===== config.mk =====
export PLATFORM = sky130hd
export DESIGN_NAME = tone_bus_slave
export DESIGN_NICKNAME = d
export VERILOG_FILES = /design/src/rtl/tbs_pkg.sv /design/src/rtl/tbs_in_sync.sv /design/src/rtl/tbs_status.sv /design/src/rtl/tbs_regs.sv /design/src/rtl/tone_bus_slave.sv
export SDC_FILE = /design/constraint.sdc
export NUM_CORES = 1
export LEC_CHECK = 0
export ABC_AREA = 1
export BUFFER_PORTS_ARGS = -buffer_cell sky130_fd_sc_hd__buf_2
export CAP_MARGIN = 25
export CORE_MARGIN = 4
export CORE_UTILIZATION = 50
export DETAILED_ROUTE_END_ITERATION = 8
export PLACE_DENSITY = 0.72
export SYNTH_ARGS = -nofsm -noshare
export SYNTH_HDL_FRONTEND = slang
export SYNTH_SLANG_ARGS = --single-unit

===== constraint.sdc =====
create_clock -name clk -period 2.1 [get_ports clk]
set_clock_uncertainty 0.15 [all_clocks]
set_input_delay 0.105 -clock clk [delete_from_list [all_inputs] [get_ports clk]]
set_output_delay 0.105 -clock clk [all_outputs]
set_load 0.02 [all_outputs]

===== src/rtl/tbs_pkg.sv =====
package tbs_pkg;

    localparam int BYTE_W   = 8;
    localparam int WORD_W   = 2 * BYTE_W;
    localparam int BIT_CW   = $clog2(BYTE_W);
    localparam int FLAG_N   = 3;

    localparam logic [BYTE_W-1:0] AC_RESET  = 8'h01;
    localparam logic [BYTE_W-1:0] AC_CTRL   = 8'h30;
    localparam logic [BYTE_W-1:0] AC_STATUS = 8'h31;
    localparam logic [BYTE_W-1:0] AC_RXTONE = 8'h32;
    localparam logic [BYTE_W-1:0] AC_NOTONE = 8'h33;
    localparam logic [BYTE_W-1:0] AC_TONE1  = 8'h34;
    localparam logic [BYTE_W-1:0] AC_TONE2  = 8'h35;
    localparam logic [BYTE_W-1:0] AC_TIMER  = 8'h36;

    typedef enum logic [2:0] {
        ST_IDLE, ST_ADDR, ST_WDATA, ST_RDATA, ST_DISCARD
    } bus_state_e;

    typedef enum logic [3:0] {
        TGT_NONE, TGT_RESET, TGT_CTRL, TGT_NOTONE, TGT_TIMER,
        TGT_TONE1, TGT_TONE2, TGT_STATUS, TGT_RXTONE
    } bus_tgt_e;

    function automatic bus_tgt_e decode_ac(input logic [BYTE_W-1:0] ac);
        case (ac)
            AC_RESET:  return TGT_RESET;
            AC_CTRL:   return TGT_CTRL;
            AC_STATUS: return TGT_STATUS;
            AC_RXTONE: return TGT_RXTONE;
            AC_NOTONE: return TGT_NOTONE;
            AC_TONE1:  return TGT_TONE1;
            AC_TONE2:  return TGT_TONE2;
            AC_TIMER:  return TGT_TIMER;
            default:   return TGT_NONE;
        endcase
    endfunction

    function automatic logic [1:0] tgt_len(input bus_tgt_e t);
        case (t)
            TGT_CTRL, TGT_NOTONE, TGT_TIMER, TGT_STATUS: return 2'd1;
            TGT_TONE1, TGT_TONE2, TGT_RXTONE:            return 2'd2;
            default:                                     return 2'd0;
        endcase
    endfunction

    function automatic logic tgt_is_read(input bus_tgt_e t);
        return (t == TGT_STATUS) || (t == TGT_RXTONE);
    endfunction

endpackage


===== src/rtl/tbs_in_sync.sv =====
module tbs_in_sync #(
    parameter int          DEPTH   = 2,
    parameter int          W       = 4,
    parameter logic [W-1:0] RST_VAL = '0
) (
    input  logic         clk,
    input  logic         rst_n,
    input  logic [W-1:0] d,
    output logic [W-1:0] q
);

    logic [W-1:0] stg [DEPTH];

    generate
        for (genvar g = 0; g < DEPTH; g++) begin : g_stage
            if (g == 0) begin : g_first
                always_ff @(posedge clk or negedge rst_n) begin
                    if (!rst_n) stg[0] <= RST_VAL;
                    else        stg[0] <= d;
                end
            end else begin : g_next
                always_ff @(posedge clk or negedge rst_n) begin
                    if (!rst_n) stg[g] <= RST_VAL;
                    else        stg[g] <= stg[g-1];
                end
            end
        end
    endgenerate

    assign q = stg[DEPTH-1];

endmodule


===== src/rtl/tbs_status.sv =====
module tbs_status
    import tbs_pkg::*;
(
    input  logic              clk,
    input  logic              rst_n,
    input  logic [FLAG_N-1:0] evt,
    input  logic              rd_clr,
    input  logic              clr_notone,
    input  logic              clr_timer,
    input  logic              wipe,
    output logic [FLAG_N-1:0] flags
);

    logic [FLAG_N-1:0] clr_mask;

    always_comb begin
        clr_mask = {FLAG_N{rd_clr | wipe}};
        clr_mask[1] = clr_mask[1] | clr_notone;
        clr_mask[2] = clr_mask[2] | clr_timer;
    end

    // a new event outranks any clear arriving in the same cycle
    always_ff @(posedge clk or negedge rst_n) begin
        if (!rst_n) flags <= '0;
        else        flags <= (flags & ~clr_mask) | evt;
    end

endmodule


===== src/rtl/tbs_regs.sv =====
module tbs_regs
    import tbs_pkg::*;
(
    input  logic              clk,
    input  logic              rst_n,
    input  logic              wr_stb,
    input  bus_tgt_e          wr_tgt,
    input  logic [WORD_W-1:0] wr_data,
    input  logic              wipe,
    output logic [BYTE_W-1:0] ctrl_reg,
    output logic [BYTE_W-1:0] notone_word,
    output logic [BYTE_W-1:0] timer_word,
    output logic [WORD_W-1:0] tone1_word,
    output logic [WORD_W-1:0] tone2_word,
    output logic              notone_wr,
    output logic              timer_wr,
    output logic              tone1_wr,
    output logic              tone2_wr,
    output logic              gen_rst
);

    logic [BYTE_W-1:0] lo_byte;
    assign lo_byte = wr_data[BYTE_W-1:0];

    always_ff @(posedge clk or negedge rst_n) begin
        if (!rst_n) begin
            ctrl_reg    <= '0;
            notone_word <= '0;
            timer_word  <= '0;
            tone1_word  <= '0;
            tone2_word  <= '0;
            notone_wr   <= 1'b0;
            timer_wr    <= 1'b0;
            tone1_wr    <= 1'b0;
            tone2_wr    <= 1'b0;
            gen_rst     <= 1'b0;
        end else begin
            notone_wr <= 1'b0;
            timer_wr  <= 1'b0;
            tone1_wr  <= 1'b0;
            tone2_wr  <= 1'b0;
            gen_rst   <= wipe;
            if (wipe) begin
                ctrl_reg    <= '0;
                notone_word <= '0;
                timer_word  <= '0;
                tone1_word  <= '0;
                tone2_word  <= '0;
            end else if (wr_stb) begin
                case (wr_tgt)
                    TGT_CTRL:   ctrl_reg <= {lo_byte[BYTE_W-1:2], 2'b00};
                    TGT_NOTONE: begin notone_word <= lo_byte; notone_wr <= 1'b1; end
                    TGT_TIMER:  begin timer_word  <= lo_byte; timer_wr  <= 1'b1; end
                    TGT_TONE1:  begin tone1_word  <= wr_data; tone1_wr  <= 1'b1; end
                    TGT_TONE2:  begin tone2_word  <= wr_data; tone2_wr  <= 1'b1; end
                    default: ;
                endcase
            end
        end
    end

endmodule


===== src/rtl/tone_bus_slave.sv =====
module tone_bus_slave
    import tbs_pkg::*;
#(
    parameter int SYNC_DEPTH = 2
) (
    input  logic              clk,
    input  logic              rst_n,
    input  logic              sclk,
    input  logic              cs_n,
    input  logic              cmd_in,
    output logic              reply_out,
    output logic              reply_en,
    output logic              irq_pull,
    input  logic              logic_in,
    input  logic              meas_done_evt,
    input  logic              notone_evt,
    input  logic              timer_evt,
    input  logic [15:0]       rx_tone_word,
    output logic [7:0]        ctrl_reg,
    output logic [7:0]        notone_word,
    output logic [7:0]        timer_word,
    output logic [15:0]       tone1_word,
    output logic [15:0]       tone2_word,
    output logic              notone_wr,
    output logic              timer_wr,
    output logic              tone1_wr,
    output logic              tone2_wr,
    output logic              gen_rst
);

    localparam int PIN_N = 4;

    // ---------------- pin sampling ----------------
    logic [PIN_N-1:0] pins_s;
    logic             sclk_s, cs_s, cmd_s, lin_s, sclk_prev;

    tbs_in_sync #(
        .DEPTH   (SYNC_DEPTH),
        .W       (PIN_N),
        .RST_VAL (4'b0010)
    ) u_sync (
        .clk   (clk),
        .rst_n (rst_n),
        .d     ({logic_in, cmd_in, cs_n, sclk}),
        .q     (pins_s)
    );

    assign {lin_s, cmd_s, cs_s, sclk_s} = pins_s;

    always_ff @(posedge clk or negedge rst_n) begin
        if (!rst_n) sclk_prev <= 1'b0;
        else        sclk_prev <= sclk_s;
    end

    logic rise;
    assign rise = sclk_s & ~sclk_prev & ~cs_s;

    // ---------------- state and datapath registers ----------------
    bus_state_e        state, state_nx;
    bus_tgt_e          tgt, dec;
    logic [BIT_CW-1:0] bit_cnt;
    logic [BYTE_W-1:0] sh_in, sh_out, hi_byte, rd_lo;
    logic [1:0]        left;
    logic [BYTE_W-1:0] in_byte, stat_byte;
    logic              byte_done;
    logic [FLAG_N-1:0] flags, evt_vec;

    assign in_byte   = {sh_in[BYTE_W-2:0], cmd_s};
    assign byte_done = rise && (bit_cnt == BIT_CW'(BYTE_W - 1));
    assign dec       = decode_ac(in_byte);
    assign stat_byte = {{(BYTE_W-FLAG_N-1){1'b0}}, lin_s, flags};
    assign evt_vec   = {timer_evt, notone_evt, meas_done_evt};

    // ---------------- state register ----------------
    always_ff @(posedge clk or negedge rst_n) begin
        if (!rst_n) state <= ST_IDLE;
        else        state <= state_nx;
    end

    // ---------------- next-state logic ----------------
    always_comb begin
        state_nx = state;
        if (cs_s) begin
            state_nx = ST_IDLE;
        end else begin
            unique case (state)
                ST_IDLE:    state_nx = ST_ADDR;
                ST_ADDR:
                    if (byte_done) begin
                        if (tgt_len(dec) == 2'd0)  state_nx = ST_DISCARD;
                        else if (tgt_is_read(dec)) state_nx = ST_RDATA;
                        else                       state_nx = ST_WDATA;
                    end
                ST_WDATA:   if (byte_done && left == 2'd1) state_nx = ST_DISCARD;
                ST_RDATA:   if (byte_done && left == 2'd1) state_nx = ST_DISCARD;
                ST_DISCARD: state_nx = ST_DISCARD;
            endcase
        end
    end

    // ---------------- state outputs ----------------
    logic              wr_stb, wipe, rd_clr, clr_notone, clr_timer;
    logic [WORD_W-1:0] wr_data;

    always_comb begin
        wr_stb     = 1'b0;
        wipe       = 1'b0;
        rd_clr     = 1'b0;
        reply_en   = 1'b0;
        unique case (state)
            ST_ADDR: begin
                wipe   = byte_done && (dec == TGT_RESET);
                rd_clr = byte_done && (dec == TGT_STATUS);
            end
            ST_WDATA: wr_stb   = byte_done && (left == 2'd1);
            ST_RDATA: reply_en = 1'b1;
            ST_IDLE, ST_DISCARD: ;
        endcase
        wr_data    = {hi_byte, in_byte};
        clr_notone = wr_stb && (tgt == TGT_NOTONE);
        clr_timer  = wr_stb && (tgt == TGT_TIMER);
        reply_out  = reply_en & sh_out[BYTE_W-1];
    end

    // ---------------- shift datapath ----------------
    always_ff @(posedge clk or negedge rst_n) begin
        if (!rst_n) begin
            bit_cnt <= '0;
            sh_in   <= '0;
            sh_out  <= '0;
            hi_byte <= '0;
            rd_lo   <= '0;
            left    <= '0;
            tgt     <= TGT_NONE;
        end else if (cs_s) begin
            bit_cnt <= '0;
        end else if (rise) begin
            bit_cnt <= bit_cnt + 1'b1;
            sh_in   <= in_byte;
            if (state == ST_RDATA) sh_out <= {sh_out[BYTE_W-2:0], 1'b0};
            if (byte_done) begin
                unique case (state)
                    ST_ADDR: begin
                        tgt  <= dec;
                        left <= tgt_len(dec);
                        if (dec == TGT_STATUS) begin
                            sh_out <= stat_byte;
                        end else if (dec == TGT_RXTONE) begin
                            sh_out <= rx_tone_word[WORD_W-1:BYTE_W];
                            rd_lo  <= rx_tone_word[BYTE_W-1:0];
                        end
                    end
                    ST_WDATA: begin
                        hi_byte <= in_byte;
                        left    <= left - 1'b1;
                    end
                    ST_RDATA: begin
                        sh_out <= rd_lo;
                        left   <= left - 1'b1;
                    end
                    ST_IDLE, ST_DISCARD: ;
                endcase
            end
        end
    end

    // ---------------- status and word registers ----------------
    tbs_status u_status (
        .clk        (clk),
        .rst_n      (rst_n),
        .evt        (evt_vec),
        .rd_clr     (rd_clr),
        .clr_notone (clr_notone),
        .clr_timer  (clr_timer),
        .wipe       (wipe),
        .flags      (flags)
    );

    tbs_regs u_regs (
        .clk         (clk),
        .rst_n       (rst_n),
        .wr_stb      (wr_stb),
        .wr_tgt      (tgt),
        .wr_data     (wr_data),
        .wipe        (wipe),
        .ctrl_reg    (ctrl_reg),
        .notone_word (notone_word),
        .timer_word  (timer_word),
        .tone1_word  (tone1_word),
        .tone2_word  (tone2_word),
        .notone_wr   (notone_wr),
        .timer_wr    (timer_wr),
        .tone1_wr    (tone1_wr),
        .tone2_wr    (tone2_wr),
        .gen_rst     (gen_rst)
    );

    assign irq_pull = (ctrl_reg[6] & flags[2]) | (ctrl_reg[5] & (flags[0] | flags[1]));

endmodule


==> impl_metrics.json <==
{
  "ff2ff_path_depth": 10,
  "nets": 770,
  "firstDrtPassIters": 5,
  "grt_pass1_wl_um": 21550,
  "instances_no_fill": 891,
  "synthFlopType": "dfrtp_1",
  "rows": 37,
  "timing.fmax_mhz": 499.2,
  "mostFrequentLayoutCell": "nand2_1",
  "core_area_mm2": 0.01028,
  "pwr_density_cell_mw_per_mm2": 871.3,
  "insertion_delay_ps": 520,
  "initial_core_util": 0.5100,
  "multi_input_area_mm2": 0.002151,
  "crit_type": "reg2reg",
  "root_buffer": "clkbuf_8",
  "io_buffers": 86,
  "fin_setup_tns_ps": 0,
  "placedCellCount": 825,
  "critPathCapture": "u_regs.ctrl_reg[6]$_DFFE_PN0P_",
  "setup_violations": 0,
  "p_leak_uw": 0.003716,
  "clockBufferDepth": 2,
  "grt_max_degree": 37,
  "final_cell_mix": "nand2_1 (226), dfrtp_1 (112), buf_2 (85)",
  "drive_above_1_share": 0.2887,
  "cp.arrival_ps": 2250,
  "ant_nets": 0,
  "timing.rr.end": "u_regs.ctrl_reg[6]$_DFFE_PN0P_",
  "gp_congestion": 0.8965,
  "seqCellArea_mm2": 0.002855,
  "grt_pass1_vias": 4495,
  "areaGrowthSynthToFinish_pct": 31.25,
  "hpwl_um": 9012,
  "synth_cell_types": 36,
  "ir_drop_uv": 485.6,
  "r2r_slack_ps": 100,
  "via_per_inst": 5.218,
  "fin_crit_sh": 0.9539,
  "h-tree-depth": 4,
  "min_path_type": "in2async",
  "dieWidth_um": 110.4,
  "drc": 0,
  "synth-edff-count": 0,
  "cts.sinks": 114,
  "synthArstFlopShare": 1.000,
  "hold_viol_final": 0,
  "utilization": 0.6693,
  "fillers": 846,
  "vias": 4649,
  "cts_buffers": 17,
  "rsz0062_at_grt": "yes",
  "status": "finished clean",
  "fin_crit_ps": 2003,
  "crit_fanout": 8,
  "yosys_warnings": 0,
  "cts_tree": "built",
  "die_h_um": 110.4,
  "slew_violations": 0,
  "seq_area_frac_synth": 0.5448,
  "wl_per_cell_um": 15.18,
  "synth.largest_area_cell": "dfrtp_1",
  "r2r_start": "bit_cnt[0]$_DFFE_PN0P_",
  "synth.top_cell.area_share": 0.5347,
  "die_area_mm2": 0.01218,
  "boundaryPins": 89,
  "startpoint": "bit_cnt[0]$_DFFE_PN0P_",
  "cp.required_ps": 2340,
  "crit_path_start_kind": "flip-flop",
  "crit_path_end_kind": "flip-flop",
  "wirelength_um": 13530,
  "grt_overflow": 0,
  "first_iter_violations": 300,
  "syn_area_per_cell_um2": 8.765,
  "ys_top_cells_by_area": "dfrtp_1 (53%), nand2_1 (16%), nand3_1 (3.7%)",
  "globalRouteTotalUtil": 0.2327,
  "antenna_found_initial": 0,
  "antennaDiodeCount": 0,
  "synth_seq_cells": 114,
  "maxCapViolCount": 0,
  "cts.clk_slew.worst_paths_ps": 60,
  "netlist_instances": 598,
  "syn_area_mm2": 0.005241,
  "reg_top3": "u_regs.tone1_word: 16 flops, u_regs.tone2_word: 16 flops"
}
-- cells by family (layout without fill, tap and decap cells) --
family          after synthesis  count (layout)  synth area share
fa+ha+maj                     3               3          0.007162
other cells                   1               2         0.0007155
compound gates               92              92            0.1089
simple gates                322             325            0.2760
buf+inv                      66             219           0.06254
flops                       114             114            0.5448
-- synth_stat cells (all sizes together), types with 2 or more instances --
| library cell | n |
|---|---|
| nand3 | 41 |
| clkbuf | 3 |
| o211ai | 3 |
| dfstp | 2 |
| buf | 18 |
| ha | 3 |
| a21oi | 9 |
| nand2 | 238 |
| nor3 | 2 |
| a22oi | 4 |
| o21ai | 71 |
| dfrtp | 112 |
| inv | 45 |
| nand4 | 8 |
| nor2 | 31 |
-- power by group --
group          internal [uW]  leakage [uW]  switching, uW
registers               2290       0.00149            108
logic                    266       0.00195            494
clock network           1800      0.000274           1030
total                   4360       0.00372           1630
-- worst min path at each step --
stage	start	end	slack (ps)	cells after the start
3_5_place_dp	rst_n	u_regs.timer_word[6]$_DFFE_PN0P_	-40	1
2_1_floorplan	rst_n	bit_cnt[0]$_DFFE_PN0P_	-340	0
5_1_grt	rst_n	u_regs.notone_word[0]$_DFFE_PN0P_	40	3
4_1_cts	rst_n	u_sync.q[3]$_DFF_PN0_	30	3
6_report	rst_n	u_regs.notone_word[7]$_DFFE_PN0P_	30	3
3_3_place_gp	rst_n	u_regs.timer_word[4]$_DFFE_PN0P_	-40	1
-- per-stage QoR --
step	area, um2	power (uW)	setup WS [ps]	hold WS (ps)
after floorplan	5245	2839	247.7	-340.6
after global placement	5902	3105	96.99	-43.91
after detailed placement	5902	3135	13.48	-36.90
after CTS	6765	6014	1.721	30.47
after global routing	6879	6237	-42.91	40.86
final	6879	5994	96.90	33.28
-- worst max-delay path, cell delays in order, from the launching register on --
cell and delay [ps]:
dfrtp_1 370, ha_1 160, ha_1 150, inv_1 90, nor2_4 170, nand3_4 190, nand2_8 190, buf_4 150
nand2_2 100, nand2_1 100, nand2_1 50
-- what timing repair did --
action,4_1_cts,5_1_grt
setup buffers,2,4
cloned,0,3
endpoints found under the setup margin,9,77
resized for setup,3,15
hold buffers,25,0
endpoints found under the hold margin,135,0
pin swaps,1,3
-- per-layer routing --
| layer | track usage | vias up | routed length (um) |
|---|---|---|---|
| met5 | 0 | - | 0 |
| met4 | 0.09763 | 0 | 245 |
| met3 | 0.04950 | 25 | 687 |
| met2 | 0.4116 | 140 | 7113 |
| met1 | 0.2738 | 2245 | 5482 |
| li1 | - | 2239 | - |
-- cell type report --
class | count | area share
clock inverters | 13 | 0.02346
repair buffers | 142 | 0.1382
multi-input cells | 422 | 0.3127
inverters | 45 | 0.02455
clock buffers | 19 | 0.06129
well taps | 136 | 0.02474
flip-flops and latches | 114 | 0.4151
(Power assumes the default switching activity.)
